===== src/rtl/guard_pkg.sv =====
package guard_pkg;
    typedef enum logic {
        ST_OPEN   = 1'b0,
        ST_SEALED = 1'b1
    } guard_state_e;
endpackage


===== src/rtl/guard_key_match.sv =====
module guard_key_match #(
    parameter int          DATA_W = 16,
    parameter logic [15:0] KEY    = 16'hA05F
) (
    input  logic              wr_en,
    input  logic [DATA_W-1:0] wr_data,
    output logic              key_hit
);
    localparam logic [DATA_W-1:0] KEY_EXT = DATA_W'(KEY);

    always_comb begin
        key_hit = wr_en && (wr_data == KEY_EXT);
    end
endmodule


===== src/rtl/guard_lock_fsm.sv =====
module guard_lock_fsm
    import guard_pkg::*;
(
    input  logic         clk,
    input  logic         rst_n,
    input  logic         wr_en,
    input  logic         wr_lock_bit,
    input  logic         wr_rst_bit,
    input  logic         key_hit,
    output guard_state_e state,
    output logic         rst_out
);
    guard_state_e state_nx;

    // State register
    always_ff @(posedge clk or negedge rst_n) begin
        if (!rst_n) begin
            state <= ST_OPEN;
        end else begin
            state <= state_nx;
        end
    end

    // Transitions: SEAL, UNSEAL, HOLD
    always_comb begin
        state_nx = state;
        unique case (state)
            ST_OPEN: begin
                if (wr_en && wr_lock_bit) begin
                    state_nx = ST_SEALED;
                end
            end
            ST_SEALED: begin
                if (key_hit) begin
                    state_nx = ST_OPEN;
                end
            end
            default: state_nx = ST_OPEN;
        endcase
    end

    // Output bit: only an ordinary write in ST_OPEN moves the reset-out bit
    always_ff @(posedge clk or negedge rst_n) begin
        if (!rst_n) begin
            rst_out <= 1'b0;
        end else begin
            unique case (state)
                ST_OPEN: begin
                    if (wr_en) begin
                        rst_out <= wr_rst_bit;
                    end
                end
                ST_SEALED: begin
                    rst_out <= rst_out;
                end
                default: rst_out <= 1'b0;
            endcase
        end
    end
endmodule


===== src/rtl/guard_read_mux.sv =====
module guard_read_mux #(
    parameter int DATA_W   = 16,
    parameter int LOCK_POS = 14,
    parameter int RST_POS  = 15
) (
    input  logic              lock_bit,
    input  logic              rst_bit,
    output logic [DATA_W-1:0] rd_data
);
    for (genvar i = 0; i < DATA_W; i++) begin : g_bit
        if (i == LOCK_POS) begin : g_lock
            assign rd_data[i] = lock_bit;
        end else if (i == RST_POS) begin : g_rst
            assign rd_data[i] = rst_bit;
        end else begin : g_zero
            assign rd_data[i] = 1'b0;
        end
    end
endmodule


===== src/rtl/guarded_ctrl_reg.sv =====
module guarded_ctrl_reg
    import guard_pkg::*;
#(
    parameter int          DATA_W     = 16,
    parameter int          LOCK_POS   = 14,
    parameter int          RST_POS    = 15,
    parameter logic [15:0] UNLOCK_KEY = 16'hA05F
) (
    input  logic              clk,
    input  logic              rst_n,
    input  logic              wr_en,
    input  logic [DATA_W-1:0] wr_data,
    output logic [DATA_W-1:0] rd_data,
    output logic              locked,
    output logic              cfg_wr_allow,
    output logic              bus_rst_n
);
    localparam int POS_MAX = (LOCK_POS > RST_POS) ? LOCK_POS : RST_POS;

    initial begin
        if (POS_MAX >= DATA_W || LOCK_POS == RST_POS) begin
            $error("guarded_ctrl_reg: bit positions out of range or equal");
        end
    end

    guard_state_e state;
    logic         key_hit;
    logic         rst_bit;

    guard_key_match #(
        .DATA_W (DATA_W),
        .KEY    (UNLOCK_KEY)
    ) u_key (
        .wr_en   (wr_en),
        .wr_data (wr_data),
        .key_hit (key_hit)
    );

    guard_lock_fsm u_fsm (
        .clk         (clk),
        .rst_n       (rst_n),
        .wr_en       (wr_en),
        .wr_lock_bit (wr_data[LOCK_POS]),
        .wr_rst_bit  (wr_data[RST_POS]),
        .key_hit     (key_hit),
        .state       (state),
        .rst_out     (rst_bit)
    );

    guard_read_mux #(
        .DATA_W   (DATA_W),
        .LOCK_POS (LOCK_POS),
        .RST_POS  (RST_POS)
    ) u_rd (
        .lock_bit (locked),
        .rst_bit  (rst_bit),
        .rd_data  (rd_data)
    );

    assign locked       = (state == ST_SEALED);
    assign cfg_wr_allow = !locked;
    assign bus_rst_n    = rst_bit;
endmodule


===== config.mk =====
export PLATFORM = sky130hd
export DESIGN_NAME = guarded_ctrl_reg
export DESIGN_NICKNAME = d
export VERILOG_FILES = /design/src/rtl/guard_pkg.sv /design/src/rtl/guard_key_match.sv /design/src/rtl/guard_lock_fsm.sv /design/src/rtl/guard_read_mux.sv /design/src/rtl/guarded_ctrl_reg.sv
export SDC_FILE = /design/constraint.sdc
export NUM_CORES = 1
export LEC_CHECK = 0
export BUFFER_PORTS_ARGS = -buffer_cell sky130_fd_sc_hd__buf_2
export CAP_MARGIN = 20
export CORE_AREA = 8 8 45 47
export CTS_BUF_LIST = sky130_fd_sc_hd__clkbuf_8
export DETAILED_ROUTE_END_ITERATION = 7
export DIE_AREA = 0 0 53 55
export SKIP_CTS_REPAIR_TIMING = 1
export SYNTH_ARGS = -nofsm -noshare
export SYNTH_HDL_FRONTEND = slang
export SYNTH_SLANG_ARGS = --single-unit

===== constraint.sdc =====
create_clock -name clk -period 0.8 [get_ports clk]
set_input_delay 0.16 -clock clk [delete_from_list [all_inputs] [get_ports clk]]
set_output_delay 0.16 -clock clk [all_outputs]
set_load 0.01 [all_outputs]

==> qor_table.md, run 1 <==
| Result | Reported | Unit |
| --- | --- | --- |
| Clock tree from TritonCTS | yes | - |
| Remaining DRCs | 0 | - |
| Filler Cell Count | 147 | - |
| All-Layer GR Usage | 0.0497 | - |
| Number of antenna violations at the first check in global routing | 0 | - |
| Clock sink total | 2 | - |
| Critical-path maximum fanout | 4 | - |
| Arrival time reported for the critical path endpoint | 0.81 | ns |
| Detailed-placement wirelength estimate | 689 | um |
| # H-tree levels | 1 | - |
| Violated checks | setup timing | - |
| Max rail drop VDD | 0.925 | mV |
| Leak | 0.236 | nW |
| Post-synthesis cell type with the largest combined area | buf_4 | - |
| Element type at the critical path start | flip-flop | - |
| Number of warnings issued by yosys | 0 | - |
| Hold Path Sink | u_fsm.state | - |
| Gp weighted congestion | 0.721 | - |
| Netlist Area Pre-Place | 258 | um^2 |
| Number of synthesized register bits | 2 | - |
| Startpoint of the worst-slack reg-to-reg timing path | u_fsm.state | - |
| Fraction of the core area covered by cells at the end of the flow | 0.302 | - |
| Buf+Inv Stages, Crit Path | 2 | - |
| Final critical-path share of the clock period | 1.21 | - |
| Worst hold path type | input pin to flip-flop | - |
| PD cells | 1730 | nW/um^2 |
| Sequential share of the synthesized area | 0.194 | - |
| Layout cells sized above 1 | 0.618 | - |
| Finished Layout Cells | 71 | - |
| Port Buf Inserts | 23 | - |
| Deepest clock path buffer count | 2 | - |
| Aggregate routed wire length | 798 | um |
| Detailed Route Iter0 Violations | 6 | - |
| Core Box Area | 1380 | um^2 |
| Number of vias per cell after detailed routing | 3.51 | - |
| Max Transition Viols Final | 0 | - |
| Slack of the worst reg-to-reg path | -0.08 | ns |
| WP data required | 0.64 | ns |
| Slowest library cell on the worst path | dfrtp_1 | - |
| I/O pins | 38 | - |
| Highest clock frequency the design can meet | 1.03 | GHz |
| # placed instances | 67 | - |
| Clock buffers created by TritonCTS | 3 | - |
| Cell Rows | 14 | - |
| Global-route wire length before repair | 979 | um |
| Min cycle time layout | 0.967 | ns |
| Worst Reg-to-Reg Cells | 3 | - |
| Depth of the worst hold-timing path | 2 | - |
| Number of global-route vias before repair | 236 | - |
| Die Ht | 55 | um |
| Die width | 53 | um |
| Total gr overflow | 0 | - |
| Diode count | 0 | - |
| Worst hold slack | 0.175 | ns |
| Length of the first detailed-routing pass in iterations | 4 | - |
| Crit-path max cell delay | 0.41 | ns |
| Category of the worst setup path capture point | output port | - |
| Number of distinct library cell variants in the gate-level netlist after synthesis | 11 | - |
| Clock slew at reported path FFs | 0.03 | ns |
| Family with the most delay on the worst path | flip-flops | - |
| Final hold vios | 0 | - |
| Routed vias | 249 | - |
| Max Clock Skew | 0.00229 | ns |
| Syn Area/Cell | 9.21 | um^2 |
| Setup Viol. Count Final | 6 | - |
| Clock latency on the worst-skew pair | 0.21 | ns |
| Pin count of the biggest net entering global routing | 5 | - |
| Terminus of the critical flop-to-flop path | u_fsm.rst_out | - |
| Post-synthesis cell count | 28 | - |
| Critical hold path startpoint | wr_data[14] | - |
| Overall die area | 2920 | um^2 |
| Setup ws final | -0.167 | ns |
| Final layout net count | 76 | - |
| Worst setup startpoint | u_fsm.state | - |
| Series of cell instances along the critical path | inv_2, buf_6 | - |
| Signed area change from the synthesized netlist to the final layout | 62.1 | % |
| Type of the setup path with the least slack | flip-flop to output port | - |
| Area share of the leading cell type in the synthesized netlist | 0.466 | - |
| Outcome | finished, violations left | - |
| Number of max-capacitance violations reported | 0 | - |
| Ranking of synthesized cells by area | buf_4 (47%), dfrtp_1 (19%), and4bb_2 (9.7%) | - |
| Initial standard-cell utilization of the core | 0.186 | - |
| Routed WL per cell | 11.2 | um |
| Post-detailed-route count of antenna-violating nets | 0 | - |
| RSZ-0062 raised after global routing | true | - |
| Root Driver | clkbuf_8 | - |
cells in the mapped netlist:
| cell type | number |
|---|---|
| a31o_2 | 1 |
| inv_1 | 1 |
| nand4_1 | 1 |
| dfrtp_1 | 2 |
| and4_1 | 1 |
| nor4b_2 | 1 |
| and4bb_2 | 2 |
| conb_1 | 1 |
| a21boi_0 | 1 |
| a22o_1 | 1 |
| buf_4 | 16 |
cell type report:
class / instances / area, um^2 / share of cell area
clock buffers: 3 / 41.3 / 0.0988
inverters: 1 / 3.75 / 0.00898
multi-input cells: 22 / 133 / 0.317
flip-flops and latches: 2 / 50.0 / 0.120
well taps: 16 / 20.0 / 0.0479
repair buffers: 27 / 170 / 0.407
report_power, final:
part           internal [W]  switching (W)  total (W)
clock              0.000318      0.0000761   0.000394
combinational      0.000123      0.0000859   0.000209
sequential         0.000113     0.00000651   0.000120
total              0.000554       0.000169   0.000723
per-layer routing:
metal	part of all wire	GRT usage	up-vias
met4	0.0075	0.0388	0
li1	-	-	122
met3	0.17	0.0508	2
met1	0.35	0.0440	105
met5	0	0	-
met2	0.46	0.0664	20
sequential cells by signal (all words and copies together) (netlist names):
register	flops
u_fsm.rst_out	1
u_fsm.state	1
cell families after synthesis:
family          count (synthesis)  synth area share
buf+inv                        17             0.481
flops                           2             0.194
simple gates                    5             0.214
compound gates                  3            0.0971
other cells                     1            0.0145
worst max-delay path by stage:
stage	end	slack [ns]	cells after the start
finish	cfg_wr_allow	-0.17	2
global route	cfg_wr_allow	-0.21	2
CTS	rd_data[15]	-0.19	2
detailed placement	u_fsm.state	-0.16	4
global placement	u_fsm.state	-0.16	4
floorplan	u_fsm.rst_out	-0.1	3
metrics by stage:
stage               setup WS [ns]  setup TNS, ns  area [um^2]  total power [W]
finish                     -0.167         -0.853          418         0.000723
global route               -0.213          -1.07          418         0.000774
CTS                        -0.192         -0.930          385         0.000690
detailed placement         -0.158         -0.224          344         0.000284
global placement           -0.157         -0.203          344         0.000284
floorplan                 -0.0993        -0.0993          307         0.000256
cells in the final DEF, fill, tap and decap left out, types with 2 or more instances in the layout:
cell type,count
buf_2,20
conb_1,14
buf_6,4
clkbuf_8,3
and4bb_2,2
buf_4,2
dfrtp_1,2
(Power assumes the default switching activity.)
==> inputs of run 2 (changes only) <==
--- a/constraint.sdc
+++ b/constraint.sdc
@@ -3,2 +3,2 @@
 set_output_delay 0.16 -clock clk [all_outputs]
-set_load 0.01 [all_outputs]
+set_load 0.02 [all_outputs]
==> qor_table.md, run 2 (synthesized netlist as in run 1, its figures left out) <==
| Result | Reported | Unit |
| --- | --- | --- |
| Remaining DRCs | 0 | - |
| Gp weighted congestion | 0.690 | - |
| Max Clock Skew | 0.00310 | ns |
| All-Layer GR Usage | 0.0585 | - |
| Clock latency on the worst-skew pair | 0.21 | ns |
| Core Box Area | 1380 | um^2 |
| Total gr overflow | 0 | - |
| Global-route wire length before repair | 1.18 | mm |
| Worst Reg-to-Reg Cells | 3 | - |
| Port Buf Inserts | 23 | - |
| Violated checks | setup timing | - |
| Fraction of the core area covered by cells at the end of the flow | 0.309 | - |
| Root Driver | clkbuf_8 | - |
| Worst hold path type | input pin to flip-flop | - |
| Detailed Route Iter0 Violations | 4 | - |
| Clock tree from TritonCTS | yes | - |
| Arrival time reported for the critical path endpoint | 0.84 | ns |
| Diode count | 0 | - |
| Die width | 53 | um |
| Layout cells sized above 1 | 0.625 | - |
| Element type at the critical path start | flip-flop | - |
| Cell Rows | 14 | - |
| Number of vias per cell after detailed routing | 3.47 | - |
| Category of the worst setup path capture point | output port | - |
| Overall die area | 2920 | um^2 |
| Critical-path maximum fanout | 2 | - |
| Depth of the worst hold-timing path | 2 | - |
| Most common library cell in the layout ignoring fill and taps | buf_2 | - |
| Setup Viol. Count Final | 6 | - |
| Routed WL per cell | 11.1 | um |
| Pin count of the biggest net entering global routing | 5 | - |
| Clock slew at reported path FFs | 0.03 | ns |
| Deepest clock path buffer count | 2 | - |
| RSZ-0062 raised after global routing | true | - |
| Clock buffers created by TritonCTS | 3 | - |
| Sum of internal, switching and leakage power | 0.000794 | W |
| Type of the setup path with the least slack | flip-flop to output port | - |
| Leak | 0.242 | nW |
| Die Ht | 55 | um |
| Routed vias | 250 | - |
| Clock sink total | 2 | - |
| Signed area change from the synthesized netlist to the final layout | 66.0 | % |
| Max rail drop VDD | 0.860 | mV |
| Aggregate routed wire length | 802 | um |
| Detailed-placement wirelength estimate | 705 | um |
| Commonest cells after routing, fill and taps aside | buf_2 (19), conb_1 (14), buf_6 (4) | - |
| Number of global-route vias before repair | 267 | - |
| Number of max-capacitance violations reported | 0 | - |
| Number of antenna violations at the first check in global routing | 0 | - |
| Highest clock frequency the design can meet | 1.00 | GHz |
| Final layout net count | 76 | - |
| Largest registers | u_fsm.rst_out x1, u_fsm.state x1 | - |
| Length of the first detailed-routing pass in iterations | 2 | - |
| Initial standard-cell utilization of the core | 0.186 | - |
| Setup ws final | -0.200 | ns |
| Max Transition Viols Final | 0 | - |
| Post-detailed-route count of antenna-violating nets | 0 | - |
| PD cells | 1860 | nW/um^2 |
| # H-tree levels | 1 | - |
| I/O pins | 38 | - |
| Final hold vios | 0 | - |
| Final critical-path share of the clock period | 1.25 | - |
| WP data required | 0.64 | ns |
| Outcome | finished, violations left | - |
| Min cycle time layout | 1.00 | ns |
-- run 2: cell count changes in the layout (fill, tap and decap cells not counted), sizes merged --
cell	delta
inv	+1
-- run 2: through the flow --
stage	instances	hold slack (ns)	setup WS (ns)	area [um^2]	setup TNS, ns
finish	72	0.176	-0.200	428	-1.02
global route	72	0.183	-0.233	428	-1.23
CTS	71	-0.276	-0.235	393	-1.14
detailed placement	67	-0.0494	-0.163	348	-0.236
global placement	67	-0.0481	-0.140	348	-0.193
floorplan	41	-0.136	-0.141	310	-0.141
-- run 2: worst max-delay path, stage by stage (launching register included) --
cell	delay (ns)
dfrtp_1	0.38
buf_6	0.13
buf_6	0.12
-- run 2: path summary, 6_finish.rpt --
kind                               start  slack (ns)             to
min reg2reg                  u_fsm.state        0.58    u_fsm.state
max reg2reg                  u_fsm.state       -0.08  u_fsm.rst_out
min                          wr_data[14]        0.18    u_fsm.state
max in group asynchronous          rst_n        0.43    u_fsm.state
max                        u_fsm.rst_out       -0.20      bus_rst_n
min in group asynchronous          rst_n        0.26    u_fsm.state
-- run 2: power by group --
part | total, W | internal, W | switching (W)
combinational | 0.000255 | 0.000124 | 0.000130
clock | 0.000417 | 0.000326 | 0.0000910
sequential | 0.000123 | 0.000113 | 0.00000914
total | 0.000794 | 0.000563 | 0.000230
-- run 2: layer usage --
| layer | global-route usage | part of all wire | up-vias |
|---|---|---|---|
| met5 | 0 | 0 | - |
| met4 | 0.0388 | 0 | 0 |
| met3 | 0.0588 | 0.18 | 0 |
| met2 | 0.0801 | 0.48 | 19 |
| met1 | 0.0533 | 0.34 | 109 |
| li1 | - | - | 122 |
-- run 2: layout make-up --
class	count	area (um^2)
Clock buffer	3	41.3
Inverter	1	6.26
Fill cell	157	956
Sequential cell	2	51.3
Clock inverter	1	3.75
Timing Repair Buffer	27	173
Tap cell	16	20.0
Multi-Input combinational cell	22	133
